File: config.mk
export PLATFORM = sky130hd
export DESIGN_NAME = i2c_bus_guard
export DESIGN_NICKNAME = d
export VERILOG_FILES = /design/src/rtl/i2cg_pkg.sv /design/src/rtl/i2cg_edge.sv /design/src/rtl/i2cg_idle_timer.sv /design/src/rtl/i2cg_clr_seq.sv /design/src/rtl/i2c_bus_guard.sv
export SDC_FILE = /design/constraint.sdc
export NUM_CORES = 1
export LEC_CHECK = 0
export ABC_AREA = 1
export BUFFER_PORTS_ARGS = -buffer_cell sky130_fd_sc_hd__buf_4
export CORE_UTILIZATION = 40
export DETAILED_ROUTE_END_ITERATION = 8
export MAX_ROUTING_LAYER = met4
export PLACE_DENSITY = 0.62
export REMOVE_ABC_BUFFERS = 1
export SLEW_MARGIN = 10
export SYNTH_ARGS = -nofsm -noshare
export SYNTH_HDL_FRONTEND = slang
export SYNTH_SLANG_ARGS = --single-unit
File: constraint.sdc
create_clock -name clk -period 3.85 [get_ports clk]
set_input_delay 0.77 -clock clk [delete_from_list [all_inputs] [get_ports clk]]
set_output_delay 0.77 -clock clk [all_outputs]
set_load 0.005 [all_outputs]
File: src/rtl/i2cg_pkg.sv
package i2cg_pkg;
  typedef enum logic [1:0] {
    SEQ_IDLE = 2'd0,
    SEQ_LOW  = 2'd1,
    SEQ_REL  = 2'd2
  } seq_state_t;
endpackage

File: src/rtl/i2cg_edge.sv
module i2cg_edge (
  input  logic clk,
  input  logic rst,
  input  logic scl_in,
  input  logic sda_in,
  output logic act
);
  logic scl_q, sda_q;

  // Idle I2C lines sit high, so the history registers reset high.
  always_ff @(posedge clk) begin
    if (rst) begin
      scl_q <= 1'b1;
      sda_q <= 1'b1;
    end else begin
      scl_q <= scl_in;
      sda_q <= sda_in;
    end
  end

  assign act = (scl_in ^ scl_q) | (sda_in ^ sda_q);
endmodule

File: src/rtl/i2cg_idle_timer.sv
module i2cg_idle_timer #(
  parameter int SHORT_TICKS = 1000,
  parameter int LONG_TICKS  = 20000000
) (
  input  logic clk,
  input  logic rst,
  input  logic tick,
  input  logic fast_to,
  input  logic clear,
  output logic expire
);
  localparam int MAXT = (LONG_TICKS > SHORT_TICKS) ? LONG_TICKS : SHORT_TICKS;
  localparam int CW   = $clog2(MAXT + 1);
  localparam logic [CW-1:0] SHORT_LAST = CW'(SHORT_TICKS - 1);
  localparam logic [CW-1:0] LONG_LAST  = CW'(LONG_TICKS - 1);

  logic [CW-1:0] cnt;
  logic [CW-1:0] last;

  assign last   = fast_to ? SHORT_LAST : LONG_LAST;
  // ">=" covers a switch from the long window to the short one mid-count.
  assign expire = tick & ~clear & (cnt >= last);

  always_ff @(posedge clk) begin
    if (rst || clear) begin
      cnt <= '0;
    end else if (tick) begin
      if (cnt >= last) cnt <= '0;
      else             cnt <= cnt + 1'b1;
    end
  end

  // the count only moves on tick cycles.
  a_r11_hold_no_tick: assert property (@(posedge clk) disable iff (rst)
    (!tick && !clear) |=> $stable(cnt));
endmodule

File: src/rtl/i2cg_clr_seq.sv
module i2cg_clr_seq
  import i2cg_pkg::*;
#(
  parameter int PULSE_TICKS = 100,
  parameter int PULSES      = 9
) (
  input  logic clk,
  input  logic rst,
  input  logic tick,
  input  logic start,
  input  logic abort,
  input  logic sda_in,
  output logic busy,
  output logic pull
);
  localparam int PW = $clog2(PULSE_TICKS + 1);
  localparam int NW = $clog2(PULSES + 1);
  localparam logic [PW-1:0] PH_LAST = PW'(PULSE_TICKS - 1);
  localparam logic [NW-1:0] N_LAST  = NW'(PULSES - 1);

  seq_state_t    st;
  logic [PW-1:0] ph;
  logic [NW-1:0] pc;

  always_ff @(posedge clk) begin
    if (rst || abort) begin
      st   <= SEQ_IDLE;
      ph   <= '0;
      pc   <= '0;
      pull <= 1'b0;
      busy <= 1'b0;
    end else begin
      case (st)
        SEQ_IDLE: if (start) begin
          st   <= SEQ_LOW;
          ph   <= '0;
          pc   <= '0;
          pull <= 1'b1;
          busy <= 1'b1;
        end
        SEQ_LOW: if (tick) begin
          if (ph == PH_LAST) begin
            ph   <= '0;
            pull <= 1'b0;
            st   <= SEQ_REL;
          end else begin
            ph <= ph + 1'b1;
          end
        end
        SEQ_REL: if (tick) begin
          if (ph == PH_LAST) begin
            ph <= '0;
            pc <= pc + 1'b1;
            if (sda_in || pc == N_LAST) begin
              st   <= SEQ_IDLE;
              busy <= 1'b0;
            end else begin
              st   <= SEQ_LOW;
              pull <= 1'b1;
            end
          end else begin
            ph <= ph + 1'b1;
          end
        end
        default: st <= SEQ_IDLE;
      endcase
    end
  end

  // never more pulses than configured.
  a_r5_pulse_cap: assert property (@(posedge clk) disable iff (rst)
    pc <= NW'(PULSES));
  // SDA high at the end of a released phase ends the episode.
  a_r7_sda_stop: assert property (@(posedge clk) disable iff (rst || abort)
    (st == SEQ_REL && tick && ph == PH_LAST && sda_in) |=> !busy);
endmodule

File: src/rtl/i2c_bus_guard.sv
module i2c_bus_guard #(
  parameter int SHORT_TICKS = 1000,
  parameter int LONG_TICKS  = 20000000,
  parameter int PULSE_TICKS = 100,
  parameter int PULSES      = 9
) (
  input  logic clk,
  input  logic rst,
  input  logic scl_in,
  input  logic sda_in,
  input  logic tick,
  input  logic fast_to,
  input  logic wd_off,
  output logic bus_free,
  output logic rcv_active,
  output logic scl_pull
);
  logic act, expire, tmr_clear, start;

  i2cg_edge u_edge (
    .clk(clk), .rst(rst), .scl_in(scl_in), .sda_in(sda_in), .act(act)
  );

  // Recovery holds the count at zero, so its own SCL edges are ignored.
  assign tmr_clear = act | rcv_active | wd_off;

  i2cg_idle_timer #(.SHORT_TICKS(SHORT_TICKS), .LONG_TICKS(LONG_TICKS)) u_tmr (
    .clk(clk), .rst(rst), .tick(tick), .fast_to(fast_to),
    .clear(tmr_clear), .expire(expire)
  );

  assign start = expire & ~sda_in;

  i2cg_clr_seq #(.PULSE_TICKS(PULSE_TICKS), .PULSES(PULSES)) u_seq (
    .clk(clk), .rst(rst), .tick(tick), .start(start), .abort(wd_off),
    .sda_in(sda_in), .busy(rcv_active), .pull(scl_pull)
  );

  always_ff @(posedge clk) begin
    if (rst || wd_off)             bus_free <= 1'b0;
    else if (act && !rcv_active)   bus_free <= 1'b0;
    else if (expire && sda_in)     bus_free <= 1'b1;
  end

  // a free bus and a recovery never coexist.
  a_r4_free_excl: assert property (@(posedge clk) disable iff (rst)
    !(bus_free && rcv_active));
  // line activity outside recovery clears the free flag.
  a_r8_act_clears: assert property (@(posedge clk) disable iff (rst)
    (act && !rcv_active) |=> !bus_free);
  // disable silences every output on the next clock.
  a_r10_off_quiet: assert property (@(posedge clk) disable iff (rst)
    wd_off |=> (!bus_free && !rcv_active && !scl_pull));
endmodule

==> results.yml <==
sta:
  max_freq_mhz: 380
  tightest_slew_ns: 1.03
  slew_headroom_pct: 31.4
  final-setup-viol-count: 0
  tns_ns: 0
  finalCritPeriodShare_pct: 68.3
  finalClockSkew_ns: 0.0125
  drv_slew: 0
  hold_violations: 0
  fin_crit_ns: 2.63
  rsz0062_at_grt: "false"
  hold_ws_ns: 0.469
detailed_routing:
  vias: 2366
  drt_iter0_markers: 64
  avgRoutedWirePerCell_um: 11.1
  vias_per_cell: 4.90
  wl_um: 5360
  drt.antenna.violating_nets: 0
  first_pass_iters: 4
  drc: 0
finish:
  antennaDiodeCount: 0
  layout-drive-gt1-share_pct: 11.3
  area_growth_pct: 9.84
  layout.nets: 432
setup_path:
  end_kind: "flip-flop"
  crit_family: "simple AND/OR/NAND/NOR gates"
  cpMostUsedCell: "nand2_1"
  reg2reg_depth: 10
  critPathSlowestCell: "nand2_1"
  startpoint_type: "input pin"
  crit_buf_inv: 1
  cp_max_fo: 24
  slowest_delay_ns: 0.49
  worstPathArrival_ns: 2.82
  required_ns: 4.04
  path_class: "in -> reg"
  cp_cell_sequence: "buf_4 -> ha_1 -> a21oi_1 -> o21ai_0 -> nand2_1 -> nand2_1 -> nor2_1 -> nand3_2 -> nand2_1 -> nand2_1 -> a221oi_1"
  crit_cells: 11
clock_network:
  numCtsBuffers: 5
  post_cts_buffers: 0
  cts_buffer_depth: 2
  cts_max_level: 2
  clk_latency_ns: 0.29
  cts_sinks: 43
  cts_hold_buffers: 0
  post_cts_resized: 0
  cts_tree: "yes"
  cts_root_buf: "clkbuf_8"
  cts.clk_slew.worst_paths_ns: 0.08
synth:
  ys_seq_area_share_pct: 31.6
  synth.avg_cell_area_um2: 6.94
  syn-cell-area_um2: 2720
  yosys_warnings: 0
  synth_cells: 392
  ys_ff_latch: 43
  yosys.cell_types.count: 34
pwr:
  pwr_density_cell_nw_per_um2: 285
  p_leak_nw: 1.22
  worst_ir_drop_vdd_uv: 154
global_route:
  grt_pass1_vias: 2217
  grt_use_total_pct: 17.1
  grt-ovfl-total: 0
  grt_first_pass_wirelength_um: 9700
  antenna_found_initial: 0
  grt_start_max_net_pins: 25
job:
  drv_cap: 0
placed_design:
  io_buffer_count: 9
  dp_hpwl_um: 4170
  gp_congestion: 0.814
floorplan:
  die_w_um: 84.5
  row_count: 29
  io_pins: 10
  die_y_um: 84.5
  dieArea_um2: 7130
  coreArea_um2: 6460
  initial_core_util_pct: 42.1
worst_hold_path:
  whs_path_depth: 2
  hold_class: "reg -> reg"
outcome:
  outcome: "finished, final reports clean"
[synth_stat cells, drive strengths merged]
| library cell | count | area [um^2] |
|---|---|---|
| ha | 20 | 250 |
| dfxtp | 43 | 861 |
| inv | 56 | 210 |
| nand4 | 6 | 43.8 |
| clkbuf | 1 | 3.75 |
| nor4 | 3 | 33.8 |
| xor2 | 10 | 87.6 |
| nand3 | 21 | 138 |
| o21ai | 11 | 55.1 |
| or2 | 5 | 31.3 |
| a221oi | 1 | 8.76 |
| nor2 | 72 | 310 |
| a21boi | 2 | 15.0 |
| buf | 2 | 10.0 |
| nor3 | 14 | 80.1 |
| nor3b | 6 | 50.1 |
| nand2 | 90 | 355 |
| a211oi | 3 | 22.5 |
| nand3b | 4 | 30.0 |
| xnor2 | 3 | 26.3 |
| a21oi | 18 | 90.1 |
| o31ai | 1 | 7.51 |
[registers in the layout, summed over array words and instances, names as in the netlist]
register      count
bus_free          1
u_edge.scl_q      1
u_edge.sda_q      1
u_seq.busy        1
u_seq.pc          4
u_seq.ph          7
u_seq.pull        1
u_seq.st          2
u_tmr.cnt        25
[layer usage]
metal  wire, um  part of all wire [%]  track usage [%]
met1       2530                    47             20.5
met5          0                     0                -
met3        123                   2.3             2.95
met4         56                   1.0             4.78
met2       2650                    49             29.6
[kinds of logic after synthesis]
group	after synthesis	share of synthesized area, %
fa+ha+maj	20	9.20
buf+inv	59	8.23
flops	43	31.6
compound gates	36	7.31
simple gates	221	39.4
xor+xnor	13	4.19
[cell usage in the layout, fill, tap and decap left out, drive strengths merged]
master	instances
bufinv	1
dfxtp	43
inv	56
nand3	21
nor4	3
a21oi	18
o31ai	1
buf	9
a211oi	3
xnor2	3
xor2	10
a221oi	1
nor3b	6
o21ai	11
nand4	6
a21boi	2
nor3	14
nand2	90
nor2	72
nand3b	4
or2	5
clkinv	1
clkbuf	6
ha	20
[metrics by stage]
step	utilization, %	setup slack, ns	instances	total power [W]	instance area (um^2)
final	46.3	1.22	483	0.000850	2990
after global routing	46.3	0.987	483	0.000894	2990
after CTS	46.3	1.19	483	0.000864	2990
after detailed placement	44.4	0.889	475	0.000494	2870
after global placement	44.4	0.967	475	0.000493	2870
after floorplan	-	1.52	389	0.000479	2710
[final cells by class]
| cell class | count | area (um^2) |
|---|---|---|
| Fill cell | 687 | 3470 |
| Multi-Input combinational cell | 290 | 1640 |
| Sequential cell | 43 | 861 |
| Inverter | 56 | 210 |
| Tap cell | 77 | 96.3 |
| Clock buffer | 6 | 82.6 |
| Timing Repair Buffer | 9 | 67.6 |
| Clock inverter | 2 | 35.0 |
[power breakdown]
| part | internal (W) | total (W) | switching [W] |
|---|---|---|---|
| clock | 0.000210 | 0.000367 | 0.000157 |
| combinational | 0.0000133 | 0.0000366 | 0.0000233 |
| sequential | 0.000446 | 0.000447 | 0.000000870 |
[final timing paths]
| kind | start | end | slack, ns |
|---|---|---|---|
| hold reg to reg | bus_free | bus_free | 0.47 |
| setup reg to reg | u_tmr.cnt[20] | u_tmr.cnt[7] | 1.50 |
| setup / recovery | fast_to | u_tmr.cnt[7] | 1.22 |
| hold / removal | bus_free | bus_free | 0.47 |
[worst reg2reg max path, cell delays in order (launching register included)]
cell and delay, ns:
dfxtp_1 0.41, ha_1 0.27, a21oi_1 0.14, o21ai_0 0.10, nand2_1 0.07, nand2_1 0.04
nor2_1 0.12, nand3_2 0.13, nand2_1 0.08, nand2_1 0.49, a221oi_1 0.41
(Power assumes the default switching activity.)
